==> config.mk <==
export PLATFORM = sky130hd
export DESIGN_NAME = spi_regfile
export DESIGN_NICKNAME = d
export VERILOG_FILES = /design/src/rtl/spi_rf_pkg.sv /design/src/rtl/spi_rf_fifo.sv /design/src/rtl/spi_rf_cfg.sv /design/src/rtl/spi_rf_thresh.sv /design/src/rtl/spi_regfile.sv
export SDC_FILE = /design/constraint.sdc
export NUM_CORES = 1
export LEC_CHECK = 0
export ABC_AREA = 1
export BUFFER_PORTS_ARGS = -buffer_cell sky130_fd_sc_hd__clkbuf_2
export CORE_UTILIZATION = 59
export DETAILED_ROUTE_END_ITERATION = 10
export PLACE_DENSITY = 0.81
export SYNTH_ARGS = -nofsm -noshare
export SYNTH_HDL_FRONTEND = slang
export SYNTH_SLANG_ARGS = --single-unit
export TNS_END_PERCENT = 10
==> constraint.sdc <==
create_clock -name clk_i -period 7.8 [get_ports clk_i]
set_clock_uncertainty 0.2 [all_clocks]
set_input_delay 1.56 -clock clk_i [delete_from_list [all_inputs] [get_ports clk_i]]
set_output_delay 1.56 -clock clk_i [all_outputs]
set_load 0.005 [all_outputs]
==> src/rtl/spi_rf_pkg.sv <==
package spi_rf_pkg;
  localparam logic [7:0] OFS_CTRL0 = 8'h00;
  localparam logic [7:0] OFS_CTRL1 = 8'h04;
  localparam logic [7:0] OFS_EN    = 8'h08;
  localparam logic [7:0] OFS_SER   = 8'h10;
  localparam logic [7:0] OFS_BAUD  = 8'h14;
  localparam logic [7:0] OFS_TXTH  = 8'h18;
  localparam logic [7:0] OFS_RXTH  = 8'h1C;
  localparam logic [7:0] OFS_TXLVL = 8'h20;
  localparam logic [7:0] OFS_RXLVL = 8'h24;
  localparam logic [7:0] OFS_STAT  = 8'h28;
  localparam logic [7:0] OFS_IMASK = 8'h2C;
  localparam logic [7:0] OFS_DATA  = 8'h60;

  typedef struct packed {
    logic dcol;
    logic tx_err;
    logic rx_full;
    logic rx_nempty;
    logic tx_empty;
    logic tx_nfull;
    logic busy;
  } stat_t;
endpackage

==> src/rtl/spi_rf_fifo.sv <==
module spi_rf_fifo #(
  parameter int DEPTH = 8,
  parameter int DW    = 16,
  localparam int LW   = $clog2(DEPTH + 1),
  localparam int PW   = (DEPTH > 1) ? $clog2(DEPTH) : 1
) (
  input  logic          clk_i,
  input  logic          rst_ni,
  input  logic          flush_i,
  input  logic          push_i,
  input  logic [DW-1:0] wdata_i,
  input  logic          pop_i,
  output logic [DW-1:0] rdata_o,
  output logic [LW-1:0] level_o,
  output logic          full_o,
  output logic          empty_o
);
  logic [DW-1:0] mem_q [DEPTH];
  logic [PW-1:0] wptr_q, rptr_q;
  logic [LW-1:0] level_q;
  logic          do_push, do_pop;

  function automatic logic [PW-1:0] nxt(input logic [PW-1:0] p);
    return (p == PW'(DEPTH - 1)) ? '0 : p + 1'b1;
  endfunction

  assign full_o  = (level_q == LW'(DEPTH));
  assign empty_o = (level_q == '0);
  assign do_push = push_i & ~full_o & ~flush_i;
  assign do_pop  = pop_i & ~empty_o & ~flush_i;
  assign level_o = level_q;
  assign rdata_o = empty_o ? '0 : mem_q[rptr_q];

  always_ff @(posedge clk_i or negedge rst_ni) begin
    if (!rst_ni) begin
      wptr_q  <= '0;
      rptr_q  <= '0;
      level_q <= '0;
    end else if (flush_i) begin
      wptr_q  <= '0;
      rptr_q  <= '0;
      level_q <= '0;
    end else begin
      if (do_push) wptr_q <= nxt(wptr_q);
      if (do_pop)  rptr_q <= nxt(rptr_q);
      if (do_push && !do_pop)      level_q <= level_q + 1'b1;
      else if (do_pop && !do_push) level_q <= level_q - 1'b1;
    end
  end

  always_ff @(posedge clk_i) begin
    if (do_push) mem_q[wptr_q] <= wdata_i;
  end

  p_level_bound_r8: assert property (@(posedge clk_i) disable iff (!rst_ni)
    level_q <= LW'(DEPTH));
  p_no_overflow_r8: assert property (@(posedge clk_i) disable iff (!rst_ni)
    (full_o && push_i && !pop_i && !flush_i) |=> (level_q == LW'(DEPTH)));
  p_no_underflow_r8: assert property (@(posedge clk_i) disable iff (!rst_ni)
    (empty_o && pop_i && !push_i) |=> (level_q == '0));
  p_flush_clear_r9: assert property (@(posedge clk_i) disable iff (!rst_ni)
    flush_i |=> empty_o);
endmodule

==> src/rtl/spi_rf_cfg.sv <==
module spi_rf_cfg #(
  parameter int W = 16
) (
  input  logic         clk_i,
  input  logic         rst_ni,
  input  logic         wr_i,
  input  logic         lock_i,
  input  logic [W-1:0] wdata_i,
  output logic [W-1:0] q_o
);
  always_ff @(posedge clk_i or negedge rst_ni) begin
    if (!rst_ni)             q_o <= '0;
    else if (wr_i && !lock_i) q_o <= wdata_i;
  end

  p_lock_hold_r3: assert property (@(posedge clk_i) disable iff (!rst_ni)
    (wr_i && lock_i) |=> $stable(q_o));
endmodule

==> src/rtl/spi_rf_thresh.sv <==
module spi_rf_thresh #(
  parameter int DEPTH = 8,
  localparam int TW   = (DEPTH > 1) ? $clog2(DEPTH) : 1
) (
  input  logic          clk_i,
  input  logic          rst_ni,
  input  logic          wr_i,
  input  logic [31:0]   wdata_i,
  output logic [TW-1:0] q_o
);
  logic fits;
  assign fits = (wdata_i < 32'(DEPTH));

  always_ff @(posedge clk_i or negedge rst_ni) begin
    if (!rst_ni)            q_o <= '0;
    else if (wr_i && fits)  q_o <= wdata_i[TW-1:0];
  end

  p_reject_big_r4: assert property (@(posedge clk_i) disable iff (!rst_ni)
    (wr_i && !fits) |=> $stable(q_o));
endmodule

==> src/rtl/spi_regfile.sv <==
module spi_regfile
  import spi_rf_pkg::*;
#(
  parameter int DEPTH = 8,
  parameter int DW    = 16,
  parameter int NSS   = 4,
  parameter int AW    = 8,
  parameter int IMW   = 6,
  localparam int LW   = $clog2(DEPTH + 1),
  localparam int TW   = (DEPTH > 1) ? $clog2(DEPTH) : 1
) (
  input  logic           clk_i,
  input  logic           rst_ni,
  input  logic           psel_i,
  input  logic           penable_i,
  input  logic           pwrite_i,
  input  logic [AW-1:0]  paddr_i,
  input  logic [31:0]    pwdata_i,
  output logic [31:0]    prdata_o,
  output logic           en_o,
  output logic [3:0]     dfs_o,
  output logic [1:0]     frf_o,
  output logic           scph_o,
  output logic           scpol_o,
  output logic [1:0]     tmod_o,
  output logic [15:0]    ctrl1_o,
  output logic [NSS-1:0] ser_o,
  output logic [15:0]    baud_o,
  output logic [TW-1:0]  txth_o,
  output logic [TW-1:0]  rxth_o,
  output logic [IMW-1:0] imask_o,
  input  logic           tx_pop_i,
  output logic [DW-1:0]  tx_data_o,
  output logic           tx_empty_o,
  input  logic           rx_push_i,
  input  logic [DW-1:0]  rx_data_i,
  input  logic           busy_i,
  input  logic           tx_err_i,
  input  logic           dcol_i
);
  logic wr, rd;
  logic sel_ctrl0, sel_ctrl1, sel_en, sel_ser, sel_baud, sel_txth, sel_rxth;
  logic sel_txlvl, sel_rxlvl, sel_stat, sel_imask, sel_data;
  logic en_q, flush;
  logic [IMW-1:0] imask_q;
  logic [15:0]    ctrl0_q;
  logic [DW-1:0]  rx_rdata;
  logic [LW-1:0]  tx_lvl, rx_lvl;
  logic           tx_full, rx_full, rx_empty;
  stat_t          stat;

  assign wr = psel_i & penable_i & pwrite_i;
  assign rd = psel_i & penable_i & ~pwrite_i;

  assign sel_ctrl0 = (paddr_i == AW'(OFS_CTRL0));
  assign sel_ctrl1 = (paddr_i == AW'(OFS_CTRL1));
  assign sel_en    = (paddr_i == AW'(OFS_EN));
  assign sel_ser   = (paddr_i == AW'(OFS_SER));
  assign sel_baud  = (paddr_i == AW'(OFS_BAUD));
  assign sel_txth  = (paddr_i == AW'(OFS_TXTH));
  assign sel_rxth  = (paddr_i == AW'(OFS_RXTH));
  assign sel_txlvl = (paddr_i == AW'(OFS_TXLVL));
  assign sel_rxlvl = (paddr_i == AW'(OFS_RXLVL));
  assign sel_stat  = (paddr_i == AW'(OFS_STAT));
  assign sel_imask = (paddr_i == AW'(OFS_IMASK));
  assign sel_data  = (paddr_i == AW'(OFS_DATA));

  assign flush = wr & sel_en & ~pwdata_i[0];

  always_ff @(posedge clk_i or negedge rst_ni) begin
    if (!rst_ni) begin
      en_q    <= 1'b0;
      imask_q <= '0;
    end else begin
      if (wr && sel_en)    en_q    <= pwdata_i[0];
      if (wr && sel_imask) imask_q <= pwdata_i[IMW-1:0];
    end
  end

  spi_rf_cfg #(.W(16)) u_ctrl0 (
    .clk_i, .rst_ni, .wr_i(wr & sel_ctrl0), .lock_i(en_q),
    .wdata_i(pwdata_i[15:0]), .q_o(ctrl0_q));
  spi_rf_cfg #(.W(16)) u_ctrl1 (
    .clk_i, .rst_ni, .wr_i(wr & sel_ctrl1), .lock_i(en_q),
    .wdata_i(pwdata_i[15:0]), .q_o(ctrl1_o));
  spi_rf_cfg #(.W(NSS)) u_ser (
    .clk_i, .rst_ni, .wr_i(wr & sel_ser), .lock_i(en_q),
    .wdata_i(pwdata_i[NSS-1:0]), .q_o(ser_o));
  spi_rf_cfg #(.W(16)) u_baud (
    .clk_i, .rst_ni, .wr_i(wr & sel_baud), .lock_i(en_q),
    .wdata_i(pwdata_i[15:0]), .q_o(baud_o));

  spi_rf_thresh #(.DEPTH(DEPTH)) u_txth (
    .clk_i, .rst_ni, .wr_i(wr & sel_txth), .wdata_i(pwdata_i), .q_o(txth_o));
  spi_rf_thresh #(.DEPTH(DEPTH)) u_rxth (
    .clk_i, .rst_ni, .wr_i(wr & sel_rxth), .wdata_i(pwdata_i), .q_o(rxth_o));

  spi_rf_fifo #(.DEPTH(DEPTH), .DW(DW)) u_txf (
    .clk_i, .rst_ni, .flush_i(flush),
    .push_i(wr & sel_data), .wdata_i(pwdata_i[DW-1:0]),
    .pop_i(tx_pop_i), .rdata_o(tx_data_o),
    .level_o(tx_lvl), .full_o(tx_full), .empty_o(tx_empty_o));
  spi_rf_fifo #(.DEPTH(DEPTH), .DW(DW)) u_rxf (
    .clk_i, .rst_ni, .flush_i(flush),
    .push_i(rx_push_i), .wdata_i(rx_data_i),
    .pop_i(rd & sel_data), .rdata_o(rx_rdata),
    .level_o(rx_lvl), .full_o(rx_full), .empty_o(rx_empty));

  assign en_o    = en_q;
  assign imask_o = imask_q;
  assign dfs_o   = ctrl0_q[3:0];
  assign frf_o   = ctrl0_q[5:4];
  assign scph_o  = ctrl0_q[6];
  assign scpol_o = ctrl0_q[7];
  assign tmod_o  = ctrl0_q[9:8];

  always_comb begin
    stat.busy      = busy_i;
    stat.tx_nfull  = ~tx_full;
    stat.tx_empty  = tx_empty_o;
    stat.rx_nempty = ~rx_empty;
    stat.rx_full   = rx_full;
    stat.tx_err    = tx_err_i;
    stat.dcol      = dcol_i;
  end

  always_comb begin
    prdata_o = '0;
    if (sel_ctrl0) prdata_o[15:0]      = ctrl0_q;
    if (sel_ctrl1) prdata_o[15:0]      = ctrl1_o;
    if (sel_en)    prdata_o[0]         = en_q;
    if (sel_ser)   prdata_o[NSS-1:0]   = ser_o;
    if (sel_baud)  prdata_o[15:0]      = baud_o;
    if (sel_txth)  prdata_o[TW-1:0]    = txth_o;
    if (sel_rxth)  prdata_o[TW-1:0]    = rxth_o;
    if (sel_txlvl) prdata_o[LW-1:0]    = tx_lvl;
    if (sel_rxlvl) prdata_o[LW-1:0]    = rx_lvl;
    if (sel_stat)  prdata_o[6:0]       = stat;
    if (sel_imask) prdata_o[IMW-1:0]   = imask_q;
    if (sel_data)  prdata_o[DW-1:0]    = rx_rdata;
  end

  p_flush_levels_r9: assert property (@(posedge clk_i) disable iff (!rst_ni)
    flush |=> (tx_lvl == '0 && rx_lvl == '0));
  p_empty_read_zero_r8: assert property (@(posedge clk_i) disable iff (!rst_ni)
    (rd && sel_data && rx_lvl == '0) |-> (prdata_o == '0));
  p_imask_ones_r10: assert property (@(posedge clk_i) disable iff (!rst_ni)
    (wr && sel_imask && pwdata_i == 32'hFFFF_FFFF) |=> (&imask_o));
  p_stat_high_zero_r11: assert property (@(posedge clk_i) disable iff (!rst_ni)
    (rd && sel_stat) |-> (prdata_o[31:7] == '0));
  p_rx_drop_r12: assert property (@(posedge clk_i) disable iff (!rst_ni)
    (rx_full && rx_push_i && !(rd && sel_data) && !flush) |=> rx_full);
endmodule

=== Word-level counts from Yosys, hierarchy flattened ===
Memory sizes are Yosys's and may differ from the RTL's.
Cells that the tools add are included.
Widths: inputs -> output; s select.

* Bits of input ports: 66
* Memory bits (read-only): 0
* Register bits after elaboration: 85
* Memory bits (writable): 256
* Latch bits: 0
* Logic and storage cells: 132
* Memories: 2

* Order comparisons: 1
* Equality and inequality tests: 17
* Bitwise operators: 28
* Reductions and logical operators: 26
* Add/subtract/negate cells: 8
* Shifts and indexed selects: 0
* Muxes and demuxes: 36
* Div/mod/pow operators: 0
* $mul: 0

{| class="wikitable"
|+ Memories
! memory !! depth !! bits a word !! read ports !! clocked after memory_dff !! wr ports !! line !! text
|-
| u_rxf.mem_q || 8 || 16 || 1 || 0 || 1 || spi_rf_fifo.sv:18 || <nowiki>logic [DW-1:0] mem_q [DEPTH];</nowiki>
|-
| u_txf.mem_q || 8 || 16 || 1 || 0 || 1 || spi_rf_fifo.sv:18 ||
|}

{| class="wikitable"
|+ Operator list
! kind !! count
|-
| $mux 16 || 6
|-
| $mux 3 || 14
|-
| $mux 4 || 9
|-
| $eq 8x5->1 const B || 4
|-
| $eq 8x6->1 const B || 4
|-
| $lt 32x4->1 const B || 1
|-
| $and 1x1->1 || 21
|-
| $add 3x1->3 const B || 4
|-
| $eq 3x3->1 const B || 4
|-
| $logic_and 1x1->1 || 12
|-
| $add 4x1->4 const B || 2
|-
| $eq 4x4->1 const B || 2
|-
| $eq 8x3->1 const B || 1
|-
| $eq 8x4->1 const B || 1
|-
| $eq 8x7->1 const B || 1
|-
| $logic_not 4->1 || 2
|-
| $logic_not 8->1 || 1
|-
| $reduce_bool 2->1 || 4
|-
| $sub 4x1->4 const B || 2
|-
| $mux 7 || 1
|-
| $not 1->1 || 7
|-
| $mux 6 || 1
|-
| $reduce_bool 3->1 || 2
|-
| $logic_not 1->1 || 5
|-
| $mux 1 || 5
|}

=== Logic depth before layout (Yosys ltp) ===
Gate-level depths: netlist of the first run.

* Depth in word-level cells: 13
* Depth in mapped cells: 16
* Depth with buffers taken out: 16

=== Hierarchy ===
Synthesis of the first run repeated with hierarchy kept, for this count alone.

* Cell total of the unflattened synthesis: 1,881
* Area total of the unflattened synthesis: 16,742.3 um^2

{| class="wikitable"
|+ By module, submodules not included
! module !! area an instance (um^2) !! instances !! seq. area each (um^2) !! cells an instance
|-
| spi_rf_fifo (u_rxf) || 6,319.8 || 1 || 4,093.9 || 651
|-
| spi_rf_fifo (u_txf) || 6,268.5 || 1 || 4,093.9 || 647
|-
| spi_rf_cfg (u_baud ...) || 684.4 || 3 || 400.4 || 70
|-
| spi_regfile || 1,340.0 || 1 || 175.2 || 237
|-
| spi_rf_thresh || 300.3 || 2 || 75.1 || 59
|-
| spi_rf_cfg (u_ser) || 160.2 || 1 || 100.1 || 18
|}

=== Worst setup path after synthesis of the first run ===
Ideal clock, no wire load.

* Path type: input -> output
* Start point: in paddr_i[6]
* End point: out prdata_o[2]
* Data arrival time: 2,534 ps
* Slack: 3,506 ps
* Stages: 9
* Path through: nor2_4 > nand3_1 > nor2_1 > inv_1 > o21ai_0 > inv_1 > nand3_1 > nand2_1 > nand3_1

* Cells in the longest elaborated chain, start to end: 12
* Elaborated cells between the ends (all ways): 22
* Classes of those cells: eq/ne (10); mux (11); reduce/logical (1)

{| class="wikitable"
|+ Ends and longest elaborated chain
! element !! line !! text
|-
| start: declaration || spi_regfile.sv:17 || <nowiki>input logic [AW-1:0] paddr_i,</nowiki>
|-
| $logic_not 8->1 || spi_regfile.sv:55 || <nowiki>assign sel_ctrl0 = (paddr_i == AW'(OFS_CTRL0));</nowiki>
|-
| $mux 16 || spi_regfile.sv:129 || <nowiki>if (sel_ctrl0) prdata_o[15:0] = ctrl0_q;</nowiki>
|-
| $mux 16 || spi_regfile.sv:130 || <nowiki>if (sel_ctrl1) prdata_o[15:0] = ctrl1_o;</nowiki>
|-
| $mux 4 || spi_regfile.sv:132 || <nowiki>if (sel_ser) prdata_o[NSS-1:0] = ser_o;</nowiki>
|-
| $mux 16 || spi_regfile.sv:133 || <nowiki>if (sel_baud) prdata_o[15:0] = baud_o;</nowiki>
|-
| $mux 3 || spi_regfile.sv:134 || <nowiki>if (sel_txth) prdata_o[TW-1:0] = txth_o;</nowiki>
|-
| $mux 3 || spi_regfile.sv:135 || <nowiki>if (sel_rxth) prdata_o[TW-1:0] = rxth_o;</nowiki>
|-
| $mux 4 || spi_regfile.sv:136 || <nowiki>if (sel_txlvl) prdata_o[LW-1:0] = tx_lvl;</nowiki>
|-
| $mux 4 || spi_regfile.sv:137 || <nowiki>if (sel_rxlvl) prdata_o[LW-1:0] = rx_lvl;</nowiki>
|-
| $mux 7 || spi_regfile.sv:138 || <nowiki>if (sel_stat) prdata_o[6:0] = stat;</nowiki>
|-
| $mux 6 || spi_regfile.sv:139 || <nowiki>if (sel_imask) prdata_o[IMW-1:0] = imask_q;</nowiki>
|-
| $mux 16 * || spi_regfile.sv:140 || <nowiki>if (sel_data) prdata_o[DW-1:0] = rx_rdata;</nowiki>
|-
| end: declaration || spi_regfile.sv:19 || <nowiki>output logic [31:0] prdata_o,</nowiki>
|}

Every way passes the cells marked *; elsewhere a longest branch is shown, timed or not.

=== Final worst setup path of the first run ===
* Start point: reg u_rxf.rptr_q[0]
* End point: out prdata_o[11]

* Cells in the longest elaborated chain, start to end: 3

{| class="wikitable"
|+ Ends and longest elaborated chain
! element !! line !! text
|-
| start: declaration || spi_rf_fifo.sv:19 || <nowiki>logic [PW-1:0] wptr_q, rptr_q;</nowiki>
|-
| start signal: assignment || spi_rf_fifo.sv:45 || <nowiki>if (do_pop) rptr_q <= nxt(rptr_q);</nowiki>
|-
| $mem_v2 8x16 || - ||
|-
| $mux 16 || spi_rf_fifo.sv:32 || <nowiki>assign rdata_o = empty_o ? '0 : mem_q[rptr_q];</nowiki>
|-
| $mux 16 || spi_regfile.sv:140 ||
|}

Every way passes these cells.

==> results of run 1 <==
[layout make-up]
type | count | area (µm²)
Fill cell | 1710 | 7634
Inverter | 74 | 277.8
Clock buffer | 41 | 908.4
Multi-Input combinational cell | 797 | 4131
Sequential cell | 341 | 9817
Tap cell | 324 | 405.4
Clock inverter | 21 | 143.9
Timing Repair Buffer | 176 | 930.9
[kinds of logic after synthesis]
group	Yosys count
flops	341
fa+ha+maj	14
compound gates	298
buf+inv	159
mux	16
other cells	1
xor+xnor	6
simple gates	447
[state kept, by name, indices dropped and copies added (netlist names)]
signal and cells:
u_rxf.level_o 4, u_txf.mem_q 128, u_txf.level_o 4, u_ctrl1.q_o 16
u_txf.rptr_q 3, imask_o 6, u_rxf.mem_q 128, u_ctrl0.q_o 16
u_ser.q_o 4, en_o 1, u_baud.q_o 16, u_rxf.rptr_q 3
u_rxf.wptr_q 3, u_rxth.q_o 3, u_txf.wptr_q 3, u_txth.q_o 3
[Yosys cell counts (12+ instances only)]
cell / instances / share of area
sky130_fd_sc_hd__o21ai_0: 192 / 0.066
sky130_fd_sc_hd__nand2_1: 166 / 0.043
sky130_fd_sc_hd__clkbuf_1: 46 / 0.012
sky130_fd_sc_hd__nor2_1: 203 / 0.052
sky130_fd_sc_hd__a31oi_1: 16 / 0.0069
sky130_fd_sc_hd__o32ai_1: 13 / 0.0078
sky130_fd_sc_hd__o22ai_1: 30 / 0.013
sky130_fd_sc_hd__buf_4: 25 / 0.013
sky130_fd_sc_hd__nand4_1: 18 / 0.0078
sky130_fd_sc_hd__edfxtp_1: 256 / 0.53
sky130_fd_sc_hd__o221ai_1: 12 / 0.0072
sky130_fd_sc_hd__o211ai_1: 19 / 0.0098
sky130_fd_sc_hd__mux2i_1: 16 / 0.011
sky130_fd_sc_hd__ha_1: 12 / 0.010
sky130_fd_sc_hd__inv_1: 72 / 0.019
sky130_fd_sc_hd__nand3_1: 26 / 0.0090
sky130_fd_sc_hd__dfrtp_1: 85 / 0.15
sky130_fd_sc_hd__buf_2: 13 / 0.0045
[routing by layer]
metal  global-route usage  vias to the layer above  share of wire
met5                    0                        -              0
met4               0.1364                        0          0.040
met3              0.05094                       92          0.086
met2               0.4528                      548           0.48
met1               0.3811                     5078           0.39
li1                     -                     4811              -
[worst reg2reg max path: cells and delay by family (launching register included)]
family	cells	cell delay, ns
simple gates	6	1.32
xor+xnor	2	0.36
flops	1	0.47
compound gates	1	0.10
fa+ha+maj	1	0.35
buf+inv	2	0.20
[power by group]
group | total, mW | switching, mW | internal (mW)
logic | 0.990 | 0.662 | 0.329
clock network | 1.54 | 0.673 | 0.869
registers | 2.16 | 0.0636 | 2.09
total | 4.69 | 1.40 | 3.29
[worst paths after layout]
check                                 startpoint                to  cells past startpoint
worst min register to register   u_ctrl0.q_o[11]   u_ctrl0.q_o[11]                      2
min in group asynchronous                 rst_ni   u_rxf.rptr_q[1]                      1
worst max register to register  u_txf.level_o[0]  u_txf.level_o[3]                     12
max in group asynchronous                 rst_ni   u_rxf.rptr_q[0]                      2
worst max-delay path             u_rxf.rptr_q[0]      prdata_o[11]                      8
worst min-delay path             u_ctrl0.q_o[11]   u_ctrl0.q_o[11]                      2
[metrics by stage]
step | instances | util | instance area [µm²]
2_1_floorplan | 1297 | - | 14580
3_3_place_gp | 1712 | 0.6418 | 15560
3_5_place_dp | 1712 | 0.6418 | 15560
4_1_cts | 1774 | 0.6852 | 16610
5_1_grt | 1774 | 0.6852 | 16610
6_report | 1774 | 0.6852 | 16610
[cell usage in the layout, fill, tap and decap left out, types with 13 or more instances in the layout]
master,n
sky130_fd_sc_hd__inv_1,71
sky130_fd_sc_hd__nand4_1,18
sky130_fd_sc_hd__o211ai_1,19
sky130_fd_sc_hd__clkbuf_16,35
sky130_fd_sc_hd__o21ai_0,192
sky130_fd_sc_hd__dfrtp_1,83
sky130_fd_sc_hd__o32ai_1,13
sky130_fd_sc_hd__edfxtp_1,256
sky130_fd_sc_hd__mux2i_1,16
sky130_fd_sc_hd__o22ai_1,30
sky130_fd_sc_hd__nand2_1,166
sky130_fd_sc_hd__buf_4,20
sky130_fd_sc_hd__clkbuf_2,156
sky130_fd_sc_hd__nand3_1,26
sky130_fd_sc_hd__a31oi_1,16
sky130_fd_sc_hd__nor2_1,203
sky130_fd_sc_hd__conb_1,16
==> summary.md, run 1 <==
| Metric | Value |
|---|---|
| Run status | finished, final reports clean |
| Slack of the worst reg-to-reg path | 4.67 ns |
| Resized cells post-CTS | 0 |
| Number of buffers inserted during clock tree synthesis | 35 |
| Startpoint class of the critical path | flip-flop |
| Setup TNS after final layout | 0 ns |
| Combinational family with the most area after synthesis | simple AND/OR/NAND/NOR gates |
| Level count of the clock H-tree | 2 |
| Count of pins over their slew limit | 0 |
| Fin crit share | 0.6609 |
| Antenna fix cells | 0 |
| Worst path cell trace | buf_4 > clkinv_1 > buf_4 > nor2_1 > o32ai_1 > o211ai_1 > nand4_1 > clkbuf_2 |
| Clock sinks | between 300 and 400 |
| Overall routed net length | between 30 and 40 mm |
| Largest delay contributor family on the critical path | buffers and inverters |
| Synth Area in Simple Gates | 0.1296 |
| Die boundary height | 158.9 µm |
| Die Wd | ~160 µm |
| Post-CTS setup-driven buffer insertion count | 0 |
| Clock latency on the worst-skew pair | roughly 0.53 ns |
| Post-synthesis register bit count | roughly 340 |
| Remaining routing DRC violations | 0 |
| Cell Area, Synth | ~0.015 mm² |
| Clock root buffer master | sky130_fd_sc_hd__clkbuf_16 |
| Average cell area after synthesis | between 10 and 15 µm² |
| CTS Hold Bufs | 0 |
| Worst ir drop on vdd | roughly 0.25 mV |
| Number of antenna violations at the first check in global routing | 0 |
| Die area | between 0.02 and 0.03 mm² |
| Achievable clock frequency | 194.0 MHz |
| Half-perimeter wire length after detailed placement | between 20 and 25 mm |
| Area added between synthesis and finish | 14.39% |
| CP Data Arrival Time | ~3.4 ns |
| Required time of the critical path | 6.04 ns |
| Number of distinct standard cells referenced by the synthesized netlist | between 40 and 50 |
| Count of buffering cells on the critical path with inverters included | 4 |
| Final worst slack | roughly 2.6 ns |
| Longest individual stage delay on the worst path | between 0.5 and 0.6 ns |
| Final hold viol count | 0 |
| Path type of the worst min-delay path | reg2reg |
| Count of boundary I/O pins | around 170 |
| Pwr Density | between 200 and 300 mW/mm² |
| Number of violations reported at the end of detailed-routing iteration 0 | about 1100 |
| Most repeated library cell on the critical path | sky130_fd_sc_hd__buf_4 |
| Floorplan core area | roughly 0.024 mm² |
| Transition time at the pin with the least slew margin | 1.146 ns |
| Global router's overall resource usage | 0.2838 |
| Sequential-to-total area share from yosys stat | 0.6757 |
| Critical setup path kind | reg2out |
| Total of max-cap violations | 0 |
| Initial core utilization | 0.5990 |
| WL/cell | approximately 20 µm |
| Clock tree buffer depth | 3 |
| Total power | approximately 4.7 mW |
| RSZ-0062 raised after global routing | false |
| Leftover overflow at the end of global routing | 0 |
| Wire length of the first global-routing pass | ~55 mm |
| Number of antenna-violating nets in the routed design | 0 |
| NumNets Final | between 1500 and 2000 |
| Post-CTS clock slew at the launch and capture registers of the worst setup and hold paths | 0.06 ns |
| Pre-CTS setup slack | approximately 2.8 ns |
| Slowest-stage cell, CP | sky130_fd_sc_hd__buf_4 |
| CTS tree | yes |
| Detailed-routing iteration count for the pre-antenna-repair pass | 5 |
| Number of global-route vias before repair | roughly 10000 |
| Critical path fanouts, max | 68 |
| Via density | 5.935 |
| Ys flop type | sky130_fd_sc_hd__edfxtp_1 |
| Type of destination of the critical path | output pin |
| Share of synthesized cell area in full adder, half adder and majority cells | 0.01309 |
| Period minus WS final | around 5.2 ns |
| Fraction of layout cells with a size suffix above 1 | 0.1766 |
| Count of synthesis-stage warnings from yosys | 0 |
| Mux share of post-synthesis cell area | 0.01103 |
| Cells after Synth | ~1300 |
| Worst slew margin | 0.2352 |
| Site Rows | 57 |
| Largest net degree at the start of global routing | just under 70 |
| Proportion of synthesized flip-flops having asynchronous set or reset | 0.2493 |
| Port-buffer cells | around 160 |
| Final Setup Violations | 0 |
| Number of synthesized flops with an enable pin | roughly 260 |
| Compound-cell area share of the yosys netlist | 0.1180 |
| Number of vias in the routed layout | 10530 |
| Parity-gate share of the synthesized area counting xor and xnor cells | 0.003618 |
| Weighted congestion reported at the end of routability-driven placement | around 0.9 |
| Final hold slack | between 0.2 and 0.3 ns |
| Leakage | 6.466 nW |
Note: power is estimated with default switching activity, not from simulation.
==> inputs of run 2 (changes only) <==
- CORE_UTILIZATION: 59 -> 58
- PLACE_DENSITY: 0.81 -> 0.8
- clock period: 7.8 -> 5.4 ns (I/O delays scaled with it)
==> run 2 against run 1 <==
Clock-buffer cell count increased by 5. Final area is 0.22% higher. Critical endpoint is now prdata_o[13]. Critical path type unchanged. Combinational power grew 44%. Clock power grew 49%. Worst setup slack worse by 1.6 ns. Utilization shrank 0.45 points.
==> summary.md, run 2 (synthesized netlist as in run 1, its figures left out) <==
| Metric | Value |
|---|---|
| Number of global-route vias before repair | about 10000 |
| Number of antenna violations at the first check in global routing | 1 |
| Hold Path Cell Cnt | 2 |
| NumNets Final | roughly 1500 |
| Transition time at the pin with the least slew margin | approximately 1.1 ns |
| Longest individual stage delay on the worst path | around 0.84 ns |
| Count of boundary I/O pins | between 150 and 200 |
| Biggest registers after layout | u_rxf.mem_q: 128 flops, u_txf.mem_q: 128 flops |
| Number of buffers inserted during clock tree synthesis | 35 |
| RSZ-0062 raised after global routing | false |
| Clock tree buffer depth | 3 |
| Pwr Density | about 400 mW/mm² |
| Clock sinks | 341 |
| Slack of the worst reg-to-reg path | approximately 2.4 ns |
| Number of fill cells | about 1700 |
| Total power | 6.849 mW |
| Fraction of layout cells with a size suffix above 1 | 0.1785 |
| Die area | 0.02568 mm² |
| Fin crit share | 0.8081 |
| Routing usage on met3 | 0.05429 |
| Top library cells by usage in the layout, fill and taps aside | sky130_fd_sc_hd__edfxtp_1, sky130_fd_sc_hd__nor2_1, sky130_fd_sc_hd__o21ai_0, sky130_fd_sc_hd__nand2_1, sky130_fd_sc_hd__clkbuf_2 |
| Wire length of the first global-routing pass | 55.40 mm |
| Startpoint of the lowest-slack hold path | u_ctrl0.q_o[10] |
| Post-place instance area | roughly 0.016 mm² |
| Antenna fix cells | 0 |
| Final hold viol count | 0 |
| Area added between synthesis and finish | 14.64% |
| Via density | about 6 |
| Remaining routing DRC violations | 0 |
| Final standard cell area without fillers | ~0.017 mm² |
| Number of vias in the routed layout | 10640 |
| Startpoint class of the critical path | flip-flop |
| GRT busiest layer | met2 |
| Number of antenna-violating nets in the routed design | 0 |
| Setup TNS after final layout | 0 ns |
| WL/cell | around 20 µm |
| Initial core utilization | 0.5938 |
| Detailed-routing iteration count for the pre-antenna-repair pass | 6 |
| Weighted congestion reported at the end of routability-driven placement | just over 0.9 |
| Die Wd | 160.3 µm |
| Leakage | 6.470 nW |
| R2r endpoint | u_txf.level_o[3] |
| CTS tree | yes |
| Required time of the critical path | a little over 4 ns |
| Port-buffer cells | between 150 and 200 |
| Path type of the worst min-delay path | reg2reg |
| Clock latency on the worst-skew pair | roughly 0.53 ns |
| Most common cell after layout, fill and taps aside | sky130_fd_sc_hd__edfxtp_1 |
| Floorplan core area | between 0.02 and 0.025 mm² |
| Level count of the clock H-tree | 2 |
| CP Data Arrival Time | slightly above 3 ns |
| Site Rows | 57 |
| Post-CTS clock slew at the launch and capture registers of the worst setup and hold paths | 0.06 ns |
| Largest net degree at the start of global routing | 86 |
| Die boundary height | 160.3 µm |
| Overall routed net length | ~36 mm |
| Worst path cell trace | buf_4 > nor2_1 > o32ai_1 > o211ai_1 > nand4_1 > clkbuf_2 |
| Met2 usage in global routing | 0.4502 |
| Global router's overall resource usage | 0.2820 |
| Run status | finished, final reports clean |
| Critical path fanouts, max | 37 |
| Count of pins over their slew limit | 0 |
| Total of max-cap violations | 0 |
| Half-perimeter wire length after detailed placement | about 23 mm |
| Clock root buffer master | sky130_fd_sc_hd__clkbuf_16 |
| Achievable clock frequency | ~230 MHz |
| Number of violations reported at the end of detailed-routing iteration 0 | ~1200 |
| Worst slew margin | 0.2373 |
| Leftover overflow at the end of global routing | 0 |
| Number of cells traversed by the worst register-to-register path | 12 |
| Grt met1 use | 0.3806 |
| Post-CTS setup-driven buffer insertion count | 0 |
| Endpoint of the worst hold-timing path | u_ctrl0.q_o[10] |
| CTS Hold Bufs | 0 |
| Slowest-stage cell, CP | sky130_fd_sc_hd__dfrtp_2 |
| Period minus WS final | between 4 and 5 ns |
| Final Setup Violations | 0 |
| Type of destination of the critical path | output pin |
| Launch point of the worst reg-to-reg path | u_txf.level_o[0] |
| Worst ir drop on vdd | approximately 0.32 mV |
| Resized cells post-CTS | 0 |
| Critical setup path kind | reg2out |
==> run 2: per-layer routing <==
layer,routed length (µm),part of all wire
met5,18,0.00050
met1,14210,0.39
met4,1298,0.036
met3,3454,0.096
met2,17100,0.47
==> run 2: cell type report <==
| class | instances | area, µm² | area share |
|---|---|---|---|
| sequential | 341 | 9817 | 0.5896 |
| tap | 324 | 405.4 | 0.02435 |
| inverter | 74 | 277.8 | 0.01668 |
| clock inverter | 17 | 151.4 | 0.009092 |
| timing repair buffer | 176 | 930.9 | 0.05591 |
| multi-input combinational | 797 | 4131 | 0.2481 |
| clock buffer | 46 | 937.1 | 0.05628 |
==> run 2: metrics by stage <==
| step | instances | setup WS (ns) | utilization | hold slack, ns |
|---|---|---|---|---|
| finish | 1775 | 1.037 | 0.6807 | 0.2887 |
| global route | 1775 | 0.9376 | 0.6807 | 0.3235 |
| CTS | 1775 | 1.082 | 0.6807 | 0.2911 |
| detailed placement | 1712 | 1.363 | 0.6362 | 0.2775 |
| global placement | 1712 | 1.408 | 0.6362 | 0.2702 |
| floorplan | 1297 | 1.875 | - | 0.2534 |
==> run 2: worst max path at each step <==
stage	startpoint	end	slack [ns]	cells after the start
floorplan	paddr_i[4]	u_txf.mem_q[4][0]	1.87	7
global placement	paddr_i[6]	prdata_o[2]	1.41	13
detailed placement	paddr_i[5]	prdata_o[2]	1.36	13
CTS	u_rxf.rptr_q[0]	prdata_o[13]	1.08	6
global route	u_rxf.rptr_q[0]	prdata_o[13]	0.94	6
finish	u_rxf.rptr_q[0]	prdata_o[13]	1.04	6
==> run 2: power by group <==
group / total (mW) / leakage (nW) / switching, mW / internal [mW]
Combinational: 1.43 / 2.49 / 0.949 / 0.479
Sequential: 3.13 / 3.45 / 0.109 / 3.03
Clock: 2.29 / 0.529 / 0.996 / 1.29
Total: 6.85 / 6.47 / 2.05 / 4.79
==> run 2: worst max-delay path: cells and delay by family (launching register included) <==
kind / cells / cell delay (ns)
AO/OA/AOI/OAI: 2 / 0.86
buffers and inverters: 2 / 0.60
flip-flops: 1 / 0.84
AND/OR/NAND/NOR: 2 / 0.25
